==> config.mk <==
export PLATFORM = sky130hd
export DESIGN_NAME = l2_shared_bus_ctrl
export DESIGN_NICKNAME = d
export VERILOG_FILES = /design/src/rtl/l2c_pkg.sv /design/src/rtl/l2c_tag_cmp.sv /design/src/rtl/l2c_seq.sv /design/src/rtl/l2c_resp.sv /design/src/rtl/l2_shared_bus_ctrl.sv
export SDC_FILE = /design/constraint.sdc
export NUM_CORES = 1
export LEC_CHECK = 0
export BUFFER_PORTS_ARGS = -buffer_cell sky130_fd_sc_hd__buf_2
export CORE_AREA = 2 2 235 237
export CTS_BUF_LIST = sky130_fd_sc_hd__clkbuf_4 sky130_fd_sc_hd__clkbuf_8
export DETAILED_ROUTE_END_ITERATION = 10
export DIE_AREA = 0 0 237 239
export GPL_TIMING_DRIVEN = 0
export PLACE_DENSITY = 0.45
export SETUP_SLACK_MARGIN = 0.02
export SLEW_MARGIN = 20
export SYNTH_ARGS = -nofsm -noshare
export SYNTH_HDL_FRONTEND = slang
export SYNTH_HIERARCHICAL = 1
export SYNTH_SLANG_ARGS = --single-unit
==> constraint.sdc <==
create_clock -name clk -period 3.8 [get_ports clk]
set_input_delay 0.19 -clock clk [delete_from_list [all_inputs] [get_ports clk]]
set_output_delay 0.19 -clock clk [all_outputs]
set_load 0.02 [all_outputs]
==> src/rtl/l2c_pkg.sv <==
package l2c_pkg;
  typedef enum logic [2:0] {
    ST_IDLE,
    ST_TAG,
    ST_SRAM,
    ST_DRAM,
    ST_RESP
  } l2c_state_e;
endpackage

==> src/rtl/l2c_tag_cmp.sv <==
module l2c_tag_cmp #(
  parameter int TAG_W = 10
) (
  input  logic             entry_valid,
  input  logic [TAG_W-1:0] entry_tag,
  input  logic [TAG_W-1:0] req_tag,
  output logic             hit
);
  always_comb hit = entry_valid && (entry_tag == req_tag);
endmodule

==> src/rtl/l2c_seq.sv <==
module l2c_seq
  import l2c_pkg::*;
#(
  parameter int ADDR_W  = 20,
  parameter int HIT_LAT = 6
) (
  input  logic              clk,
  input  logic              rst_n,
  input  logic              l2_present,
  input  logic              req_valid,
  input  logic [ADDR_W-1:0] req_addr,
  input  logic              tag_hit,
  input  logic              dram_ready,
  input  logic              rsp_ready,
  output logic              req_ready,
  output logic [ADDR_W-1:0] addr_q,
  output logic              dram_start,
  output logic              switch_en,
  output logic              sram_we,
  output logic              load,
  output logic              load_hit
);
  localparam int CNT_W = $clog2(HIT_LAT + 1);
  localparam logic [CNT_W-1:0] LAST_CNT = CNT_W'(HIT_LAT - 1);

  l2c_state_e       state;
  logic [CNT_W-1:0] cnt;
  logic             present_q;
  logic             sram_done;
  logic             dram_done;

  always_comb begin
    req_ready = (state == ST_IDLE);
    sram_done = (state == ST_SRAM) && (cnt == LAST_CNT);
    dram_done = (state == ST_DRAM) && dram_ready;
    load      = sram_done || dram_done;
    load_hit  = sram_done;
    sram_we   = dram_done && present_q;
  end

  always_ff @(posedge clk) begin
    if (!rst_n) begin
      state      <= ST_IDLE;
      cnt        <= '0;
      addr_q     <= '0;
      present_q  <= 1'b0;
      dram_start <= 1'b0;
      switch_en  <= 1'b0;
    end else begin
      dram_start <= 1'b0;
      case (state)
        ST_IDLE: if (req_valid) begin
          addr_q    <= req_addr;
          present_q <= l2_present;
          cnt       <= '0;
          if (l2_present) begin
            state <= ST_TAG;
          end else begin
            state      <= ST_DRAM;
            dram_start <= 1'b1;
            switch_en  <= 1'b1;
          end
        end
        ST_TAG: begin
          cnt <= cnt + 1'b1;
          if (tag_hit) begin
            state <= ST_SRAM;
          end else begin
            state      <= ST_DRAM;
            dram_start <= 1'b1;
            switch_en  <= 1'b1;
          end
        end
        ST_SRAM: begin
          cnt <= cnt + 1'b1;
          if (sram_done) state <= ST_RESP;
        end
        ST_DRAM: if (dram_ready) begin
          switch_en <= 1'b0;
          state     <= ST_RESP;
        end
        ST_RESP: if (rsp_ready) state <= ST_IDLE;
        default: state <= ST_IDLE;
      endcase
    end
  end

  AST_DRAM_PULSE: assert property (@(posedge clk) disable iff (!rst_n)
    dram_start |=> !dram_start);
  AST_HIT_ISOLATED: assert property (@(posedge clk) disable iff (!rst_n)
    (state == ST_SRAM) |-> (!switch_en && !dram_start));
  AST_FILL_ON_MISS: assert property (@(posedge clk) disable iff (!rst_n)
    sram_we |-> (switch_en && present_q));
  AST_ABSENT_DIRECT: assert property (@(posedge clk) disable iff (!rst_n)
    (req_ready && req_valid && !l2_present) |=> (dram_start && switch_en));
endmodule

==> src/rtl/l2c_resp.sv <==
module l2c_resp #(
  parameter int DATA_W = 64
) (
  input  logic              clk,
  input  logic              rst_n,
  input  logic              load,
  input  logic              load_hit,
  input  logic [DATA_W-1:0] load_data,
  input  logic              rsp_ready,
  output logic              rsp_valid,
  output logic [DATA_W-1:0] rsp_data,
  output logic              rsp_hit
);
  always_ff @(posedge clk) begin
    if (!rst_n) begin
      rsp_valid <= 1'b0;
      rsp_data  <= '0;
      rsp_hit   <= 1'b0;
    end else if (load) begin
      rsp_valid <= 1'b1;
      rsp_data  <= load_data;
      rsp_hit   <= load_hit;
    end else if (rsp_valid && rsp_ready) begin
      rsp_valid <= 1'b0;
    end
  end

  AST_RSP_HOLD: assert property (@(posedge clk) disable iff (!rst_n)
    (rsp_valid && !rsp_ready) |=> (rsp_valid && $stable(rsp_data)));
endmodule

==> src/rtl/l2_shared_bus_ctrl.sv <==
module l2_shared_bus_ctrl #(
  parameter int ADDR_W  = 20,
  parameter int IDX_W   = 10,
  parameter int DATA_W  = 128,
  parameter int HIT_LAT = 6
) (
  input  logic                    clk,
  input  logic                    rst_n,
  input  logic                    l2_present,
  input  logic                    req_valid,
  output logic                    req_ready,
  input  logic [ADDR_W-1:0]       req_addr,
  output logic                    rsp_valid,
  input  logic                    rsp_ready,
  output logic [DATA_W-1:0]       rsp_data,
  output logic                    rsp_hit,
  output logic [IDX_W-1:0]        sram_idx,
  input  logic                    sram_tag_valid_i,
  input  logic [ADDR_W-IDX_W-1:0] sram_tag_i,
  input  logic [DATA_W-1:0]       sram_data_i,
  output logic                    sram_we,
  output logic [ADDR_W-IDX_W-1:0] sram_wtag,
  output logic [DATA_W-1:0]       sram_wdata,
  output logic                    dram_start,
  output logic [ADDR_W-1:0]       dram_addr,
  input  logic                    dram_ready,
  input  logic [DATA_W-1:0]       dram_data_i,
  output logic                    switch_en
);
  localparam int TAG_W = ADDR_W - IDX_W;

  logic [ADDR_W-1:0] addr_q;
  logic [TAG_W-1:0]  req_tag;
  logic [DATA_W-1:0] bus_data;
  logic              tag_hit;
  logic              load;
  logic              load_hit;

  always_comb begin
    req_tag    = addr_q[ADDR_W-1:IDX_W];
    sram_idx   = addr_q[IDX_W-1:0];
    sram_wtag  = req_tag;
    dram_addr  = addr_q;
    bus_data   = switch_en ? dram_data_i : sram_data_i;
    sram_wdata = bus_data;
  end

  l2c_tag_cmp #(.TAG_W(TAG_W)) u_cmp (
    .entry_valid (sram_tag_valid_i),
    .entry_tag   (sram_tag_i),
    .req_tag     (req_tag),
    .hit         (tag_hit)
  );

  l2c_seq #(.ADDR_W(ADDR_W), .HIT_LAT(HIT_LAT)) u_seq (
    .clk        (clk),
    .rst_n      (rst_n),
    .l2_present (l2_present),
    .req_valid  (req_valid),
    .req_addr   (req_addr),
    .tag_hit    (tag_hit),
    .dram_ready (dram_ready),
    .rsp_ready  (rsp_ready),
    .req_ready  (req_ready),
    .addr_q     (addr_q),
    .dram_start (dram_start),
    .switch_en  (switch_en),
    .sram_we    (sram_we),
    .load       (load),
    .load_hit   (load_hit)
  );

  l2c_resp #(.DATA_W(DATA_W)) u_resp (
    .clk       (clk),
    .rst_n     (rst_n),
    .load      (load),
    .load_hit  (load_hit),
    .load_data (bus_data),
    .rsp_ready (rsp_ready),
    .rsp_valid (rsp_valid),
    .rsp_data  (rsp_data),
    .rsp_hit   (rsp_hit)
  );

  AST_ONE_OUTSTANDING: assert property (@(posedge clk) disable iff (!rst_n)
    rsp_valid |-> !req_ready);
  AST_HIT_SWITCH_OFF: assert property (@(posedge clk) disable iff (!rst_n)
    (rsp_valid && rsp_hit) |-> !switch_en);
endmodule

==> impl_metrics.yaml <==
die:
  dieWidth_microns: 237
  die_area_sq_um: 56600
  rows: 86
  io-pin-count: 595
  chipHeight_microns: 239
  start_util_pct: 15.0
  core_area_sq_um: 54300
yosys:
  syn_nets: 1044
  synthDistinctLibCells: 39
  ys.flop_type: "dfxtp_1"
  synth.top_cell.area_share_pct: 38.9
  synth.area.top_cells: "dfxtp_1 39%, mux2_2 18%, mux2i_1 16%, nor2b_1 10%, buf_12 2.4%"
  synth.most_common_cell: "dfxtp_1"
  synth_common_cells: "159 x dfxtp_1, 134 x nor2b_1, 130 x mux2i_1"
  seq_area_frac_synth_pct: 38.9
  synth-edff-count: 0
  synth_area_sq_um: 8180
  syn_inst: 749
  ys_async_sr_fraction_pct: 0
  synth_seq_cells: 159
  avgSynthCellArea_sq_um: 10.9
  yosys.area.top_type: "dfxtp_1"
  ys_warn_count: 6
detailed_routing:
  drc: 0
  routed_wl_microns: 38300
  num_vias: 8492
  routedWlPerCell_microns: 16.8
  firstDrtPassIters: 4
  first_iter_violations: 158
  postRouteAntennaNets: 0
  vias_per_cell: 3.73
worst_setup_path:
  critPathArrivalTime_ns: 2.16
  critPathMaxFanout: 10
  start_kind: "flip-flop"
  crit_type: "flip-flop to output port"
  end_kind: "output port"
  required_ns: 3.61
timing:
  fin_crit_sh_pct: 61.7
  rsz0062_at_grt: "false"
  max_freq_ghz: 0.426
  min_period_ns: 2.35
  slew_headroom_pct: 54.9
  setup_violations: 0
  tightest_slew_ns: 0.676
  slew_viol_final: 0
  finClkSkew_ns: 0.0127
  fin_tns_setup_ns: 0
  layout_setup_ws_ns: 1.45
  hold_viol: 0
global_route:
  grt_pass1_vias: 8837
  grt_pass1_wl_microns: 54100
  grt_util_all_layers_pct: 13.1
  grt-ovfl-total: 0
  grt_max_degree: 17
  antenna_found_initial: 6
placed_design:
  gp_congestion: 0.786
  placedCellCount: 2047
  io_buffers: 594
  pre_cts_ws_ns: 1.55
  dpl.hpwl_microns: 30100
layout:
  final_nets: 1850
  instances_no_fill: 2275
  layout-drive-gt1-share_pct: 51.9
  area_growth_syn_to_layout_pct: 75.3
  nFillCells: 5829
  final_util_pct: 26.4
clock_network:
  cts_tree: "done"
  clk_pin_slew_ns: 0.08
  clkLatencyLatePin_ns: 0.53
  clockBufferDepth: 2
  cts.htree.levels: 4
  cts_num_sinks: 159
  numCtsBuffers: 17
  ctsResizeCount: 0
  post-cts-setup-buffers: 0
  hold_buffers: 193
  root_buffer: "clkbuf_8"
flow_run:
  maxCapViolCount: 0
outcome:
  outcome: "complete, no violations"
power_and_ir_drop:
  p_leak_nw: 6.30
  power_density_nw_per_um2: 498
  max-vdd-ir-drop_v: 0.000281
hold_path:
  hold_class: "input port to flip-flop"
-- cells in the final DEF (no fill, tap or decap), drive strengths merged, types with 2 or more instances in the layout --
| cell | Yosys | layout |
|---|---|---|
| buf | 49 | 643 |
| dlygate4sd3 | 0 | 193 |
| dfxtp | 159 | 159 |
| nor2b | 134 | 134 |
| mux2i | 130 | 130 |
| mux2 | 128 | 128 |
| nand2 | 48 | 48 |
| clkbuf | 24 | 46 |
| a21boi | 21 | 21 |
| xnor2 | 11 | 11 |
| diode | 0 | 7 |
| nor3 | 7 | 7 |
| nor2 | 6 | 6 |
| o21ai | 5 | 5 |
| inv | 4 | 4 |
| clkinvlp | 0 | 3 |
| o21a | 3 | 3 |
| clkinv | 0 | 2 |
| nand3 | 2 | 2 |
| nand4 | 2 | 2 |
| ha | 2 | 2 |
| nor3b | 2 | 2 |
-- logic make-up after synthesis --
family                     after synthesis  synth area share, %
buffers and inverters                   77                 8.60
DFF                                    159                 38.9
adders and majority gates                2                0.306
xor gates and xnor gates                12                 1.29
AOI/OAI and AO/OA                       35                 3.06
and+or+nand+nor                        206                 14.3
muxes                                  258                 33.5
-- through the flow --
stage          hold WS (ns)  power [mW]  area (sq um)
6_report             0.0929        7.14         14300
3_3_place_gp          0.435        5.58         12000
3_5_place_dp          0.437        5.60         12000
4_1_cts            0.000183        7.31         14300
5_1_grt              0.0453        7.59         14300
2_1_floorplan         0.325        4.30          8180
-- worst paths after layout --
path,slack (ns),startpoint,to,cells past startpoint
worst max register to register,1.58,u_seq/switch_en,u_resp/rsp_data[83],6
worst max-delay path,1.45,u_seq/switch_en,sram_wdata[80],4
worst min register to register,0.47,u_seq/present_q,u_seq/present_q,2
worst min-delay path,0.09,sram_data_i[72],u_resp/rsp_data[72],4
-- routing by layer --
| metal | vias up | GRT usage (%) | routed length (microns) |
|---|---|---|---|
| met5 | - | 0 | 0 |
| met4 | 0 | 5.95 | 1240 |
| met3 | 42 | 3.80 | 2490 |
| met2 | 387 | 24.0 | 19800 |
| met1 | 3915 | 13.9 | 14800 |
| li1 | 4148 | - | - |
-- power by group --
group / leakage, nW / total, mW / internal [mW] / switching, mW
Clock: 0.175 / 1.23 / 0.565 / 0.665
Combinational: 4.84 / 3.96 / 1.81 / 2.15
Sequential: 1.29 / 1.95 / 1.83 / 0.117
-- critical path, stage by stage (launching register included) --
cell     delay, ns
dfxtp_1       0.44
buf_6         0.28
buf_6         0.24
mux2_2        0.45
buf_2         0.19
-- cell type report --
| class | count | area [sq um] | area share, % |
|---|---|---|---|
| diodes | 7 | 17.5 | 0.122 |
| plain buffers | 73 | 688 | 4.80 |
| clock buffers | 22 | 290 | 2.03 |
| clock inverters | 6 | 62.6 | 0.436 |
| inverters | 4 | 15.0 | 0.105 |
| multi-input cells | 513 | 4290 | 29.9 |
| flip-flops and latches | 159 | 3180 | 22.2 |
| well taps | 704 | 881 | 6.15 |
| repair buffers | 787 | 4900 | 34.2 |
-- state kept, by name, summed over array words and instances, names as in the netlist --
| name | count |
|---|---|
| u_resp/rsp_data | 128 |
| u_resp/rsp_hit | 1 |
| u_resp/rsp_valid | 1 |
| u_seq/addr_q | 20 |
| u_seq/cnt | 3 |
| u_seq/dram_start | 1 |
| u_seq/present_q | 1 |
| u_seq/state | 3 |
| u_seq/switch_en | 1 |
Note: power is estimated with default switching activity, not from simulation.
